## src/rtl/dti_pkg.sv

```systemverilog
package dti_pkg;

  typedef enum logic [1:0] {
    RND_NEAR_EVEN = 2'b00,
    RND_ZERO      = 2'b01,
    RND_POS       = 2'b10,
    RND_NEG       = 2'b11
  } rnd_e;

  typedef enum logic [1:0] {
    CLS_FINITE = 2'b00,
    CLS_INF    = 2'b01,
    CLS_QNAN   = 2'b10,
    CLS_SNAN   = 2'b11
  } cls_e;

  // strobes from control to datapath
  typedef struct packed {
    logic load;
    logic isUnsigned;
    logic isDword;
    rnd_e mode;
  } cvtCtrl_t;

  // opSel bit positions
  localparam int OP_TRUNC_BIT = 0;
  localparam int OP_DWORD_BIT = 1;
  localparam int OP_UNS_BIT   = 2;

endpackage

```

## src/rtl/dti_unpack.sv

```systemverilog
module dti_unpack
  import dti_pkg::*;
#(
  parameter int EXP_W  = 11,
  parameter int FRAC_W = 52,
  parameter int INT_W  = 64
) (
  input  logic [EXP_W+FRAC_W:0] operand,
  output logic                  signBit,
  output cls_e                  cls,
  output logic                  preOverflow,
  output logic [INT_W-1:0]      intMag,
  output logic                  roundBit,
  output logic                  stickyBit
);

  localparam int MAN_W  = FRAC_W + 1;
  localparam int FIX_W  = 2 * INT_W;
  localparam int BIAS   = (1 << (EXP_W - 1)) - 1;
  localparam int SH_OFF = INT_W - FRAC_W;

  logic [EXP_W-1:0]  expField;
  logic [FRAC_W-1:0] fracField;
  logic [MAN_W-1:0]  mant;
  logic [FIX_W-1:0]  fixedVal;
  int                effExp;
  int                unbExp;
  int                shAmt;

  assign signBit   = operand[EXP_W+FRAC_W];
  assign expField  = operand[EXP_W+FRAC_W-1:FRAC_W];
  assign fracField = operand[FRAC_W-1:0];
  assign mant      = {(expField != '0), fracField};

  always_comb begin
    if (expField != '1)       cls = CLS_FINITE;
    else if (fracField == '0) cls = CLS_INF;
    else if (fracField[FRAC_W-1]) cls = CLS_QNAN;
    else                      cls = CLS_SNAN;
  end

  // place the mantissa on a fixed point grid with INT_W integer bits
  always_comb begin
    effExp      = (expField == '0) ? 1 : int'(expField);
    unbExp      = effExp - BIAS;
    preOverflow = (unbExp >= INT_W);
    shAmt       = 0;
    fixedVal    = '0;
    if (unbExp <= -2) begin
      intMag    = '0;
      roundBit  = 1'b0;
      stickyBit = |mant;
    end else begin
      shAmt     = unbExp + SH_OFF;
      fixedVal  = FIX_W'(mant) << shAmt;
      intMag    = fixedVal[FIX_W-1:INT_W];
      roundBit  = fixedVal[INT_W-1];
      stickyBit = |fixedVal[INT_W-2:0];
    end
  end

endmodule

```

## src/rtl/dti_ctrl.sv

```systemverilog
module dti_ctrl
  import dti_pkg::*;
(
  input  logic     clk,
  input  logic     rstN,
  input  logic     inValid,
  input  logic [2:0] opSel,
  input  logic [1:0] rndMode,
  output cvtCtrl_t strobe,
  output logic     outValid
);

  always_comb begin
    strobe.load       = inValid;
    strobe.isUnsigned = opSel[OP_UNS_BIT];
    strobe.isDword    = opSel[OP_DWORD_BIT];
    strobe.mode       = opSel[OP_TRUNC_BIT] ? RND_ZERO : rnd_e'(rndMode);
  end

  always_ff @(posedge clk or negedge rstN) begin
    if (!rstN) outValid <= 1'b0;
    else       outValid <= inValid;
  end

endmodule

```

## src/rtl/dti_datapath.sv

```systemverilog
module dti_datapath
  import dti_pkg::*;
#(
  parameter int INT_W  = 64,
  parameter int WORD_W = 32
) (
  input  logic             clk,
  input  logic             rstN,
  input  cvtCtrl_t         strobe,
  input  logic             signBit,
  input  cls_e             cls,
  input  logic             preOverflow,
  input  logic [INT_W-1:0] intMag,
  input  logic             roundBit,
  input  logic             stickyBit,
  output logic [INT_W-1:0] result,
  output logic             flagInvalidCvt,
  output logic             flagInvalidSnan,
  output logic             flagInexact,
  output logic             flagSummary
);

  localparam int NUM_TGT = 4;
  localparam logic [INT_W:0] ONE = (INT_W+1)'(1);

  logic [INT_W:0]   posLim [NUM_TGT];
  logic [INT_W:0]   negLim [NUM_TGT];
  logic [INT_W-1:0] satPos [NUM_TGT];
  logic [INT_W-1:0] satNeg [NUM_TGT];

  // per target limits, index = {unsigned, dword}
  for (genvar k = 0; k < NUM_TGT; k++) begin : g_target
    localparam bit UNS = ((k / 2) == 1);
    localparam bit DW  = ((k % 2) == 1);
    localparam int TW  = DW ? INT_W : WORD_W;
    assign posLim[k] = UNS ? ((ONE << TW) - ONE) : ((ONE << (TW - 1)) - ONE);
    assign negLim[k] = UNS ? '0 : (ONE << (TW - 1));
    assign satPos[k] = posLim[k][INT_W-1:0];
    assign satNeg[k] = negLim[k][INT_W-1:0];
  end

  logic [1:0]       tgt;
  logic             lostFrac;
  logic             incr;
  logic [INT_W:0]   magR;
  logic             rangeBad;
  logic [INT_W-1:0] wordMask;
  logic [INT_W-1:0] signedVal;
  logic [INT_W-1:0] nxtResult;
  logic             nxtCvt, nxtSnan, nxtInexact;

  assign tgt      = {strobe.isUnsigned, strobe.isDword};
  assign lostFrac = roundBit | stickyBit;
  assign wordMask = strobe.isDword ? '1 : INT_W'({WORD_W{1'b1}});

  always_comb begin
    unique case (strobe.mode)
      RND_NEAR_EVEN: incr = roundBit & (stickyBit | intMag[0]);
      RND_ZERO:      incr = 1'b0;
      RND_POS:       incr = ~signBit & lostFrac;
      RND_NEG:       incr = signBit & lostFrac;
      default:       incr = 1'b0;
    endcase
  end

  assign magR = {1'b0, intMag} + (INT_W+1)'(incr);

  always_comb begin
    if (preOverflow)  rangeBad = 1'b1;
    else if (signBit) rangeBad = (magR > negLim[tgt]);
    else              rangeBad = (magR > posLim[tgt]);
  end

  assign signedVal = signBit ? (INT_W'(0) - magR[INT_W-1:0]) : magR[INT_W-1:0];

  always_comb begin
    nxtResult  = '0;
    nxtCvt     = 1'b0;
    nxtSnan    = 1'b0;
    nxtInexact = 1'b0;
    unique case (cls)
      CLS_QNAN, CLS_SNAN: begin
        nxtResult = satNeg[tgt];
        nxtCvt    = 1'b1;
        nxtSnan   = (cls == CLS_SNAN);
      end
      CLS_INF: begin
        nxtResult = signBit ? satNeg[tgt] : satPos[tgt];
        nxtCvt    = 1'b1;
      end
      default: begin
        if (rangeBad) begin
          nxtResult = signBit ? satNeg[tgt] : satPos[tgt];
          nxtCvt    = 1'b1;
        end else begin
          nxtResult  = signedVal & wordMask;
          nxtInexact = lostFrac;
        end
      end
    endcase
  end

  always_ff @(posedge clk or negedge rstN) begin
    if (!rstN) begin
      result          <= '0;
      flagInvalidCvt  <= 1'b0;
      flagInvalidSnan <= 1'b0;
      flagInexact     <= 1'b0;
      flagSummary     <= 1'b0;
    end else if (strobe.load) begin
      result          <= nxtResult;
      flagInvalidCvt  <= nxtCvt;
      flagInvalidSnan <= nxtSnan;
      flagInexact     <= nxtInexact;
      flagSummary     <= nxtCvt | nxtSnan | nxtInexact;
    end
  end

endmodule

```

## src/rtl/dbl_to_int_cvt.sv

```systemverilog
module dbl_to_int_cvt
  import dti_pkg::*;
#(
  parameter int EXP_W  = 11,
  parameter int FRAC_W = 52,
  parameter int INT_W  = 64,
  parameter int WORD_W = 32
) (
  input  logic                  clk,
  input  logic                  rstN,
  input  logic                  inValid,
  input  logic [EXP_W+FRAC_W:0] operand,
  input  logic [2:0]            opSel,
  input  logic [1:0]            rndMode,
  output logic                  outValid,
  output logic [INT_W-1:0]      result,
  output logic                  flagInvalidCvt,
  output logic                  flagInvalidSnan,
  output logic                  flagInexact,
  output logic                  flagSummary
);

  cvtCtrl_t         strobe;
  logic             signBit;
  cls_e             cls;
  logic             preOverflow;
  logic [INT_W-1:0] intMag;
  logic             roundBit;
  logic             stickyBit;

  dti_ctrl u_ctrl (
    .clk      (clk),
    .rstN     (rstN),
    .inValid  (inValid),
    .opSel    (opSel),
    .rndMode  (rndMode),
    .strobe   (strobe),
    .outValid (outValid)
  );

  dti_unpack #(.EXP_W(EXP_W), .FRAC_W(FRAC_W), .INT_W(INT_W)) u_unpack (
    .operand     (operand),
    .signBit     (signBit),
    .cls         (cls),
    .preOverflow (preOverflow),
    .intMag      (intMag),
    .roundBit    (roundBit),
    .stickyBit   (stickyBit)
  );

  dti_datapath #(.INT_W(INT_W), .WORD_W(WORD_W)) u_datapath (
    .clk             (clk),
    .rstN            (rstN),
    .strobe          (strobe),
    .signBit         (signBit),
    .cls             (cls),
    .preOverflow     (preOverflow),
    .intMag          (intMag),
    .roundBit        (roundBit),
    .stickyBit       (stickyBit),
    .result          (result),
    .flagInvalidCvt  (flagInvalidCvt),
    .flagInvalidSnan (flagInvalidSnan),
    .flagInexact     (flagInexact),
    .flagSummary     (flagSummary)
  );

endmodule

```

## config.mk

```make
export PLATFORM = sky130hd
export DESIGN_NAME = dbl_to_int_cvt
export DESIGN_NICKNAME = d
export VERILOG_FILES = /design/src/rtl/dti_pkg.sv /design/src/rtl/dti_unpack.sv /design/src/rtl/dti_ctrl.sv /design/src/rtl/dti_datapath.sv /design/src/rtl/dbl_to_int_cvt.sv
export SDC_FILE = /design/constraint.sdc
export NUM_CORES = 1
export LEC_CHECK = 0
export ABC_CLOCK_PERIOD_IN_PS = 2530
export BUFFER_PORTS_ARGS = -buffer_cell sky130_fd_sc_hd__buf_2
export CORE_MARGIN = 2
export CORE_UTILIZATION = 50
export CTS_CLUSTER_DIAMETER = 80
export DETAILED_ROUTE_END_ITERATION = 7
export PLACE_DENSITY = 0.72
export SLEW_MARGIN = 20
export SYNTH_ARGS = -nofsm -noshare
export SYNTH_HDL_FRONTEND = slang
export SYNTH_HIERARCHICAL = 1
export SYNTH_SLANG_ARGS = --single-unit
```

## constraint.sdc

```tcl
create_clock -name clk -period 2.53 [get_ports clk]
set_clock_uncertainty 0.05 [all_clocks]
set_input_delay 0.6325 -clock clk [delete_from_list [all_inputs] [get_ports clk]]
set_output_delay 0.6325 -clock clk [all_outputs]
set_load 0.01 [all_outputs]
```

==> results of run 1 <==
-- cell usage after synthesis, drive strengths merged (21+ instances only) --
cell and n:
a21oi 151, a22oi 30, a31oi 25, and3 21
buf 80, clkbuf 81, dfrtp 69, ha 43
inv 45, mux2 45, mux2i 132, mux4 24
nand2 183, nand3 87, nand4 68, nor2 254
nor3 78, nor4 60, o21ai 86, o22ai 38
or3 21, xnor2 88, xor2 39
-- kinds of logic after synthesis --
logic type | Yosys count
compound gates | 559
fa+ha+maj | 44
simple gates | 866
xor+xnor | 127
flops | 69
mux | 201
buf+inv | 207
-- per-stage QoR --
step | setup slack (ns) | utilization [%]
after global placement | -6.78 | 74.6
after detailed placement | -7.07 | 74.6
after CTS | -6.27 | 79.7
after floorplan | -6.82 | -
-- metal layers --
| layer | overflow | GRT usage, % |
|---|---|---|
| met5 | 0 | 7.21 |
| met4 | 1 | 53.3 |
| met3 | 0 | 37.1 |
| met2 | 0 | 84.6 |
| met1 | 0 | 64.8 |
-- timing repair --
item | 4_1_cts
endpoints found under the setup margin | 68
gates cloned | 5
buffers inserted | 80
gates resized for setup | 81
pin swaps | 47
==> results_dict.tcl, run 1 <==
set metrics [dict create \
    cts_htree_levels 3 \
    grt_usage_pct 61.3 \
    synth_area_um2 15300 \
    numCtsBuffers 9 \
    yosys.area.top_type "dfrtp_1" \
    port_buffers 140 \
    io_pins 141 \
    die_x_um 179 \
    grt_pass1_wl_um 146000 \
    grt-ovfl-total 1 \
    post_dp_cell_area_um2 22700 \
    synth_top_area_share_pct 11.3 \
    synth-simple-area-share_pct 29.7 \
    ys_top_cells_by_area "dfrtp_1, mux2i_1, nor2_1" \
    yosysUniqueCellTypes 120 \
    synth_edf_count 0 \
    synth_compound_area_share_pct 26.1 \
    rows 64 \
    synthAdderAreaFrac_pct 3.58 \
    netlist_instances 2073 \
    dp_cells 3277 \
    synth_top_family_by_area "simple AND/OR/NAND/NOR gates" \
    routabilityCongestion 1.13 \
    cts-root-buf "clkbuf_16" \
    die_h_um 179 \
    tool.error "[ERROR GRT-0116] Global routing finished with congestion. Check the congestion regions in the DRC Viewer." \
    dp_hpwl_um 66500 \
    seq_area_frac_synth_pct 11.3 \
    hold_buffers 0 \
    initial_core_util_pct 50.4 \
    syn-num-nets 2188 \
    synthXorXnorAreaFrac_pct 7.31 \
    synth-seq-cells 69 \
    grt_pass1_vias 24263 \
    clock_sink_count 69 \
    syn_area_per_cell_um2 7.39 \
    grt_max_degree 66 \
    yosys_warnings 6 \
    synth_ff_type "dfrtp_1" \
    outcome "did not finish" \
    cts_max_path_buffers 2 \
    muxShareOfSynthArea_pct 15.7 \
    async_flop_share_pct 100 \
    haltStage "global routing" \
]
==> inputs of run 2 (changes only) <==
--- a/config.mk
+++ b/config.mk
@@ -8,10 +8,9 @@
 export ABC_CLOCK_PERIOD_IN_PS = 2530
 export BUFFER_PORTS_ARGS = -buffer_cell sky130_fd_sc_hd__buf_2
 export CORE_MARGIN = 2
-export CORE_UTILIZATION = 50
-export CTS_CLUSTER_DIAMETER = 80
+export CORE_UTILIZATION = 35
 export DETAILED_ROUTE_END_ITERATION = 7
-export PLACE_DENSITY = 0.72
+export PLACE_DENSITY_LB_ADDON = 0.15
 export SLEW_MARGIN = 20
 export SYNTH_ARGS = -nofsm -noshare
 export SYNTH_HDL_FRONTEND = slang
==> results_dict.tcl, run 2 <==
set metrics [dict create \
    outcome "finished with violations" \
    violations "negative setup slack" \
    power_density_nw_per_um2 419 \
    numCtsBuffers 9 \
    worstSetupPathType "input pin to flop" \
    syn-num-nets 2188 \
    synth.most_common_cell "nor2_1" \
    seq_area_frac_synth_pct 11.3 \
    ant_nets 0 \
    crit_start "operand[55]" \
    drt_iter0_drc 1847 \
    grt_usage_pct 38.7 \
    cts_htree_levels 3 \
    setup_viol 67 \
    synth_area_um2 15300 \
    post_dp_cell_area_um2 23200 \
    setup.worst_path.end_class "flop" \
    dp_cells 3514 \
    finalWorstSetupSlack_ns -6.24 \
    die_x_um 213 \
    cp.arrival_ns 9.02 \
    cts_tree "done" \
    yosys.area.top_type "dfrtp_1" \
    clk_latency_ns 0.37 \
    synth_top_area_share_pct 11.3 \
    period_needed_ns 8.77 \
    cp_slowest_stage_delay_ns 0.56 \
    slew_violations 0 \
    final_util_pct 58.5 \
    die_h_um 213 \
    synth_ff_type "dfrtp_1" \
    syn2layout_area_growth_pct 64.9 \
    cp_slowest_cell "or4b_4" \
    vias 21504 \
    dieArea_um2 45400 \
    power_w 0.0106 \
    wl_um 90400 \
    grt_pass1_wl_um 131000 \
    antenna_found_initial 0 \
    routabilityCongestion 1.04 \
    setup-tns-final_ns -412.78 \
    seqPwrFrac_pct 12.6 \
    yosysUniqueCellTypes 120 \
    layout-drive-gt1-share_pct 47.7 \
    max_freq_ghz 0.114 \
    final_cell_mix "buf_4, nor2_1, nand2_1" \
    netSwitchingFraction_pct 46.7 \
    maxSlewHeadroom_pct 33.2 \
    hold_viol_final 0 \
    ys_top_cells_by_area "dfrtp_1, mux2i_1, nor2_1" \
    min_path_type "input pin to async pin" \
    design_area_um2 25300 \
    top_register "u_datapath/result" \
    diodes 0 \
    period_share_pct 347 \
    clock_sink_count 69 \
    core_area_um2 43200 \
    grt-ovfl-total 0 \
    synth-seq-cells 69 \
    syn_area_per_cell_um2 7.39 \
    cap_violations 0 \
    nets 3138 \
    drc_errors 0 \
    rsz0062_at_grt "yes" \
    io_pins 141 \
    drt-pass1-iter-count 6 \
    p_leak_nw 11.6 \
    netlist_top_cells_count "nor2_1, nand2_1, mux2i_1" \
    power.share.clock_pct 12.6 \
    rows 76 \
    p_int_w 0.00563 \
    grt_pass1_vias 20972 \
    hold_buffers 0 \
    largest_reg_flops 64 \
    port_buffers 140 \
    cts-root-buf "clkbuf_16" \
    viasPerCell 5.95 \
    switchingPower_w 0.00494 \
    cts.reportedPaths.clkPinSlew_ns 0.06 \
    grt_max_degree 80 \
    initial_core_util_pct 35.5 \
    dp_hpwl_um 73100 \
    crit_path_max_fanout 12 \
    wire_per_inst_um 25.0 \
    start_kind "input pin" \
    synth_edf_count 0 \
    rr_startpoint "u_datapath/result[63]" \
    ir_drop_uv 371 \
    critPathMostFrequentCell "buf_6" \
    final_common_cell "buf_4" \
    cts_max_path_buffers 2 \
    async_flop_share_pct 100 \
    worst_ep_required_time_ns 2.78 \
    p_comb_share_pct 74.9 \
    instances_no_fill 3613 \
    tightest_slew_ns 1.00 \
    yosys_warnings 6 \
    netlist_instances 2073 \
]
[run 2: worst paths after layout]
check / slack, ns / to / depth (start not counted)
setup / recovery: -6.24 / u_datapath/result[9] / 45
hold / removal: 0.17 / u_datapath/result[33] / 1
setup reg to reg: 1.59 / u_datapath/result[63] / 3
hold reg to reg: 0.46 / u_datapath/flagInexact / 2
max in group asynchronous: 1.61 / u_datapath/result[14] / 2
min in group clk: 0.46 / u_datapath/flagInexact / 2
[run 2: logic make-up (layout without fill, tap and decap cells)]
family                     Yosys count  after routing  share of synthesized area [%]
and+or+nand+nor                    866            866                           29.7
AOI/OAI and AO/OA                  559            559                           26.1
buffers and inverters              207           1162                           6.40
muxes                              201            201                           15.7
xor gates and xnor gates           127            127                           7.31
DFF                                 69             69                           11.3
adders and majority gates           44             44                           3.58
[run 2: repair_timing]
item,in CTS,in global routing
buffers inserted,55,17
pin swaps,40,36
gates cloned,7,8
setup endpoints to repair,67,68
endpoints found under the hold margin,0,0
gates resized for setup,90,84
[run 2: area by class of cell]
| type | instances | area (µm²) |
|---|---|---|
| clock buffer | 11 | 243 |
| clock inverter | 5 | 60.1 |
| fill | 4108 | 17900 |
| inverter | 46 | 183 |
| multi-input combinational | 1797 | 13600 |
| sequential | 69 | 1730 |
| tap | 585 | 732 |
| timing repair buffer | 1100 | 8660 |
[run 2: critical path, delay by kind of cell]
kind,cells,cell delay (ns)
fa+ha+maj,4,0.84
compound gates,14,2.48
mux,1,0.50
simple gates,13,2.58
buf+inv,11,1.68
xor+xnor,2,0.29
[run 2: per-stage QoR]
stage,hold slack (ns),worst slack [ns]
after floorplan,0.287,-6.82
after global placement,0.441,-7.22
after detailed placement,0.444,-7.33
after CTS,0.169,-6.08
after global routing,0.190,-6.49
final,0.171,-6.24
[run 2: layer usage]
| layer | up-vias | global-route usage (%) | share of wire (%) |
|---|---|---|---|
| li1 | 9809 | - | - |
| met1 | 10411 | 45.2 | 40 |
| met2 | 1000 | 64.5 | 46 |
| met3 | 284 | 6.82 | 6.8 |
| met4 | 0 | 26.0 | 7.5 |
| met5 | - | 0 | 0 |
[run 2: power groups by stage]
stage                     Sequential, W  Clock [W]  Combinational, W
after floorplan                 0.00141          0           0.00324
after CTS                       0.00133    0.00135           0.00744
after global placement          0.00134          0           0.00694
after global routing            0.00135    0.00140           0.00824
after detailed placement        0.00134          0           0.00695
final                           0.00133    0.00133           0.00792
Power figures use the tool's default switching activity.
